### src/rtl/etm_pkg.sv
package etm_pkg;
  localparam int unsigned CNT_BITS  = 48;
  localparam int unsigned HALF_BITS = 16;
  localparam int unsigned ADDR_BITS = 5;
  localparam int unsigned CNT_OFS   = 'h00;
  localparam int unsigned CMP_OFS   = 'h08;
  localparam int unsigned STAT_OFS  = 'h1E;
endpackage

### src/rtl/etm_halfreg.sv
module etm_halfreg #(
  parameter int unsigned W  = etm_pkg::CNT_BITS,
  parameter int unsigned HW = etm_pkg::HALF_BITS
) (
  input  logic            clk,
  input  logic            rst_n,
  input  logic            inc_en,
  input  logic [W/HW-1:0] hw_we,
  input  logic [HW-1:0]   wdata,
  output logic [W-1:0]    q
);
  localparam int unsigned N = W / HW;

  logic [W-1:0] q_r;
  logic [W-1:0] q_inc;
  logic [W-1:0] q_d;
  logic         any_we;
  logic         load_en;

  assign q_inc   = q_r + W'(1);
  assign any_we  = |hw_we;
  assign load_en = any_we | inc_en;

  // a load of any halfword freezes the whole word for that cycle
  generate
    for (genvar gi = 0; gi < N; gi++) begin : g_half
      assign q_d[gi*HW +: HW] = hw_we[gi] ? wdata :
                                any_we    ? q_r[gi*HW +: HW] :
                                            q_inc[gi*HW +: HW];

      a_r4_half_load: assert property (@(posedge clk) disable iff (!rst_n)
        hw_we[gi] |=> q_r[gi*HW +: HW] == $past(wdata));
      a_r4_half_keep: assert property (@(posedge clk) disable iff (!rst_n)
        (any_we && !hw_we[gi]) |=> $stable(q_r[gi*HW +: HW]));
    end
  endgenerate

  always_ff @(posedge clk or negedge rst_n) begin
    if (!rst_n)
      q_r <= '0;
    else if (load_en)
      q_r <= q_d;
  end

  assign q = q_r;

  a_r2_step: assert property (@(posedge clk) disable iff (!rst_n)
    (inc_en && !any_we) |=> q_r == $past(q_r) + W'(1));
  a_r3_hold: assert property (@(posedge clk) disable iff (!rst_n)
    (!inc_en && !any_we) |=> $stable(q_r));
endmodule

### src/rtl/etm_decode.sv
module etm_decode #(
  parameter int unsigned W  = etm_pkg::CNT_BITS,
  parameter int unsigned HW = etm_pkg::HALF_BITS,
  parameter int unsigned AW = etm_pkg::ADDR_BITS
) (
  input  logic            wr,
  input  logic [AW-1:0]   addr,
  input  logic [W-1:0]    cnt,
  input  logic [W-1:0]    cmp,
  input  logic            flag,
  output logic [W/HW-1:0] cnt_we,
  output logic [W/HW-1:0] cmp_we,
  output logic            stat_we,
  output logic [HW-1:0]   rdata
);
  localparam int unsigned N    = W / HW;
  localparam int unsigned STEP = HW / 8;

  generate
    for (genvar gi = 0; gi < N; gi++) begin : g_sel
      assign cnt_we[gi] = wr && (addr == AW'(etm_pkg::CNT_OFS + STEP*gi));
      assign cmp_we[gi] = wr && (addr == AW'(etm_pkg::CMP_OFS + STEP*gi));
    end
  endgenerate

  assign stat_we = wr && (addr == AW'(etm_pkg::STAT_OFS));

  always_comb begin
    rdata = '0;
    for (int i = 0; i < N; i++) begin
      if (addr == AW'(etm_pkg::CNT_OFS + STEP*i)) rdata = cnt[i*HW +: HW];
      if (addr == AW'(etm_pkg::CMP_OFS + STEP*i)) rdata = cmp[i*HW +: HW];
    end
    if (addr == AW'(etm_pkg::STAT_OFS)) rdata = {{(HW-1){1'b0}}, flag};
  end
endmodule

### src/rtl/etm_alarm.sv
module etm_alarm #(
  parameter int unsigned W = etm_pkg::CNT_BITS
) (
  input  logic         clk,
  input  logic         rst_n,
  input  logic [W-1:0] cnt,
  input  logic [W-1:0] cmp,
  input  logic         ack_we,
  input  logic         ack_bit,
  input  logic         irq_en,
  output logic         flag,
  output logic         irq_o
);
  logic match;
  logic ack;
  logic flag_q;
  logic flag_d;
  logic flag_en;

  assign match   = (cnt == cmp) && (|cmp);
  assign ack     = ack_we && ack_bit;
  assign flag_d  = match | (flag_q & ~ack);
  assign flag_en = match | ack;

  always_ff @(posedge clk or negedge rst_n) begin
    if (!rst_n)
      flag_q <= 1'b0;
    else if (flag_en)
      flag_q <= flag_d;
  end

  assign flag  = flag_q;
  assign irq_o = flag_q & irq_en;

  a_r6_set: assert property (@(posedge clk) disable iff (!rst_n)
    (cnt == cmp && cmp != '0) |=> flag_q);
  a_r7_sticky: assert property (@(posedge clk) disable iff (!rst_n)
    (flag_q && !(ack_we && ack_bit)) |=> flag_q);
  a_r7_clear: assert property (@(posedge clk) disable iff (!rst_n)
    (ack_we && ack_bit && cnt != cmp) |=> !flag_q);
  a_r8_idle: assert property (@(posedge clk) disable iff (!rst_n)
    (cmp == '0 && !flag_q) |=> !flag_q);
  a_r9_gate: assert property (@(posedge clk) disable iff (!rst_n)
    !irq_en |-> !irq_o);
endmodule

### src/rtl/elapsed_alarm_timer.sv
module elapsed_alarm_timer #(
  parameter int unsigned CNT_W  = etm_pkg::CNT_BITS,
  parameter int unsigned HALF_W = etm_pkg::HALF_BITS,
  parameter int unsigned ADDR_W = etm_pkg::ADDR_BITS
) (
  input  logic              clk,
  input  logic              rst_n,
  input  logic              tick_en,
  input  logic              bus_wr,
  input  logic [ADDR_W-1:0] bus_addr,
  input  logic [HALF_W-1:0] bus_wdata,
  output logic [HALF_W-1:0] bus_rdata,
  input  logic              irq_en,
  output logic              irq_o
);
  localparam int unsigned N = CNT_W / HALF_W;

  logic [CNT_W-1:0] cnt;
  logic [CNT_W-1:0] cmp;
  logic [N-1:0]     cnt_we;
  logic [N-1:0]     cmp_we;
  logic             stat_we;
  logic             flag;

  etm_decode #(.W(CNT_W), .HW(HALF_W), .AW(ADDR_W)) u_dec (
    .wr(bus_wr), .addr(bus_addr), .cnt(cnt), .cmp(cmp), .flag(flag),
    .cnt_we(cnt_we), .cmp_we(cmp_we), .stat_we(stat_we), .rdata(bus_rdata)
  );

  etm_halfreg #(.W(CNT_W), .HW(HALF_W)) u_cnt (
    .clk(clk), .rst_n(rst_n), .inc_en(tick_en), .hw_we(cnt_we),
    .wdata(bus_wdata), .q(cnt)
  );

  etm_halfreg #(.W(CNT_W), .HW(HALF_W)) u_cmp (
    .clk(clk), .rst_n(rst_n), .inc_en(1'b0), .hw_we(cmp_we),
    .wdata(bus_wdata), .q(cmp)
  );

  etm_alarm #(.W(CNT_W)) u_alm (
    .clk(clk), .rst_n(rst_n), .cnt(cnt), .cmp(cmp), .ack_we(stat_we),
    .ack_bit(bus_wdata[0]), .irq_en(irq_en), .flag(flag), .irq_o(irq_o)
  );

  a_r10_one_target: assert property (@(posedge clk) disable iff (!rst_n)
    $onehot0({cnt_we, cmp_we, stat_we}));
  a_r10_no_strobe: assert property (@(posedge clk) disable iff (!rst_n)
    !bus_wr |-> ({cnt_we, cmp_we, stat_we} == '0));
endmodule

### config.mk
export PLATFORM = sky130hd
export DESIGN_NAME = elapsed_alarm_timer
export DESIGN_NICKNAME = d
export VERILOG_FILES = /design/src/rtl/etm_pkg.sv /design/src/rtl/etm_halfreg.sv /design/src/rtl/etm_decode.sv /design/src/rtl/etm_alarm.sv /design/src/rtl/elapsed_alarm_timer.sv
export SDC_FILE = /design/constraint.sdc
export NUM_CORES = 1
export LEC_CHECK = 0
export CORE_UTILIZATION = 30
export CTS_BUF_LIST = sky130_fd_sc_hd__clkbuf_4 sky130_fd_sc_hd__clkbuf_8
export DETAILED_ROUTE_END_ITERATION = 7
export PLACE_DENSITY = 0.47
export SYNTH_ARGS = -nofsm -noshare
export SYNTH_HDL_FRONTEND = slang
export SYNTH_HIERARCHICAL = 1
export SYNTH_SLANG_ARGS = --single-unit
### constraint.sdc
create_clock -name clk -period 4 [get_ports clk]
set_clock_uncertainty 0.15 [all_clocks]
set_input_delay 0.6 -clock clk [delete_from_list [all_inputs] [get_ports clk]]
set_output_delay 0.6 -clock clk [all_outputs]
set_load 0.01 [all_outputs]
==> impl_metrics.json <==
{
  "status": "finished clean",
  "hold-worst-slack_ns": 0.148,
  "synth_cells": 958,
  "post_cts_resized": 0,
  "core_um2": 25400,
  "die_h_um": 164,
  "cts-hold-fix-buffers": 0,
  "final_cell_area_um2": 8870,
  "final_common_cell": "nand2_1",
  "drv_cap": 0,
  "grt_pass1_vias": 7671,
  "synth_seq_cells": 97,
  "maxSlewViolCount": 0,
  "p_leak_nw": 3.03,
  "max_freq_ghz": 0.259,
  "worstSetupPathType": "in2out",
  "root_buffer": "clkbuf_8",
  "critPathMaxFanout": 24,
  "drt.antenna.violating_nets": 0,
  "synthTopCellsByArea": "dfrtp_1 (31%), nand2_1 (6.9%), nand3_1 (6.0%)",
  "rows": 58,
  "tightestPinTransition_ns": 0.863,
  "antenna_found_initial": 1,
  "drtPass1Iterations": 8,
  "start_util": 0.309,
  "drcViolationCount": 0,
  "nets": 1019,
  "start_kind": "input port",
  "tns_ns": 0,
  "drt-initial-drc-count": 1089,
  "htreeDepth": 3,
  "die_x_um": 164,
  "ios": 43,
  "fillers": 2652,
  "finalCritPeriodShare": 0.964,
  "rsz0062_at_grt": "no",
  "crit_path_end_kind": "primary output",
  "dieArea_um2": 26800,
  "ys.flop_type": "dfrtp_1",
  "slew_headroom": 0.420,
  "port_buffers": 42,
  "area_growth_pct": 13.1,
  "synth_cell_types": 67,
  "finalHoldViolations": 0,
  "hp-class": "in2async",
  "path_clk_slew_ns": 0.11,
  "crit_required_ns": 3.25,
  "clk_latency_ns": 0.39,
  "drt-total-wl_um": 36400,
  "power.density_nw_per_um2": 392,
  "peakVddDrop_v": 0.000173,
  "min_period_ns": 3.86,
  "yosysTopAreaCell": "dfrtp_1",
  "synthArstFlopShare": 1.00,
  "via_count": 8464,
  "worstPathArrival_ns": 3.11,
  "synth-seq-area-share": 0.310,
  "drive_above_1_share": 0.0984,
  "cts_buffers": 9,
  "routedWlPerCell_um": 27.5,
  "yosysWarnings": 6,
  "dpl_cell_area_um2": 8650,
  "cts_tree": "done",
  "synth.cell_area_um2": 7840,
  "r2r_cells": 6,
  "reg2reg_slack_ns": 1.20,
  "r2r-end": "u_cnt/q[44]",
  "power.total_w": 0.00348,
  "r2r_start": "u_cnt/q[0]",
  "grt_overflow": 0,
  "cts.sinks": 97,
  "place.gp.congestion": 0.974,
  "synth_edf_count": 0,
  "avgSynthCellArea_um2": 8.19,
  "finalSetupViolCount": 0,
  "yosys.area.top_type_share": 0.310,
  "detailed_place_hpwl_um": 25700,
  "grt_max_degree": 58,
  "clockBufferDepth": 2,
  "viasPerCell": 6.38,
  "grt_usage": 0.275,
  "grt_pass1_wl_um": 53300,
  "post-cts-setup-buffer-count": 0,
  "mostFrequentLayoutCells": "nand2_1 (144), dfrtp_1 (97), nand3_1 (94)"
}
power breakdown:
| group | switching, W | internal, W |
|---|---|---|
| Combinational | 0.000494 | 0.000450 |
| Sequential | 0.000613 | 0.00118 |
| Clock | 0.000413 | 0.000328 |
synthesized netlist by cell type, drive strengths merged (8+ instances only):
master,n
a31oi,16
dfrtp,97
nor4,43
o211ai,36
or4,24
and2,9
nor2b,29
clkbuf,30
a22oi,19
o21ai,19
and3,24
inv,12
o31ai,12
buf,19
xor2,24
nand4,48
o311ai,24
or3,36
nand3,96
o221ai,15
a21oi,22
nand2,144
nand2b,8
nor2,29
nor3,22
xnor2,38
cells by family (layout without fill, tap and decap cells):
family / after synthesis / in the layout / share of synthesized area
other: 1 / 5 / 0.000478
buffers and inverters: 63 / 98 / 0.0396
AOI/OAI and AO/OA: 194 / 194 / 0.186
xor gates and xnor gates: 62 / 62 / 0.0692
DFF: 97 / 97 / 0.310
adders and majority gates: 2 / 2 / 0.00319
muxes: 8 / 8 / 0.0112
and+or+nand+nor: 531 / 531 / 0.381
layer usage:
layer	track usage	share of wire	up-vias
li1	-	-	3745
met1	0.391	0.44	4177
met3	0.0825	0.11	53
met2	0.390	0.42	487
met4	0.0960	0.030	2
met5	0	0.00027	-
registers in the layout (all words and copies together), names as in the netlist:
register,cells
u_cnt/q,48
u_cmp/q,48
u_alm/flag,1
how the worst max path moves through the flow:
stage / start / end / slack, ns / cells past startpoint
2_1_floorplan: bus_addr[1] / u_cnt/q[9] / 0.83 / 12
3_3_place_gp: bus_addr[1] / bus_rdata[6] / 0.30 / 6
3_5_place_dp: bus_addr[1] / bus_rdata[6] / 0.26 / 6
4_1_cts: bus_addr[1] / bus_rdata[6] / 0.25 / 6
5_1_grt: bus_addr[1] / bus_rdata[6] / 0.04 / 6
6_report: bus_addr[1] / bus_rdata[6] / 0.14 / 6
worst max-delay path, cell delays in order:
cell,delay [ns]
clkdlybuf4s50_1,0.51
buf_4,0.26
nand2_1,0.58
a21oi_1,0.17
a31oi_1,0.35
clkdlybuf4s50_1,0.61
layout make-up:
type / count / area [µm²] / share of cell area
multi-input combinational: 801 / 5130 / 0.579
sequential: 97 / 2430 / 0.274
timing repair buffer: 68 / 626 / 0.0706
tap: 330 / 413 / 0.0466
clock buffer: 11 / 151 / 0.0171
clock inverter: 5 / 61.3 / 0.00692
inverter: 14 / 52.6 / 0.00593
antenna: 1 / 2.50 / 0.000282
through the flow:
step            util  worst slack (ns)  instances
6_report       0.349             0.144       1327
3_5_place_dp   0.341             0.257       1310
5_1_grt        0.349            0.0390       1326
3_3_place_gp   0.341             0.295       1310
2_1_floorplan      -             0.834        961
4_1_cts        0.349             0.252       1326
(Power assumes the default switching activity.)
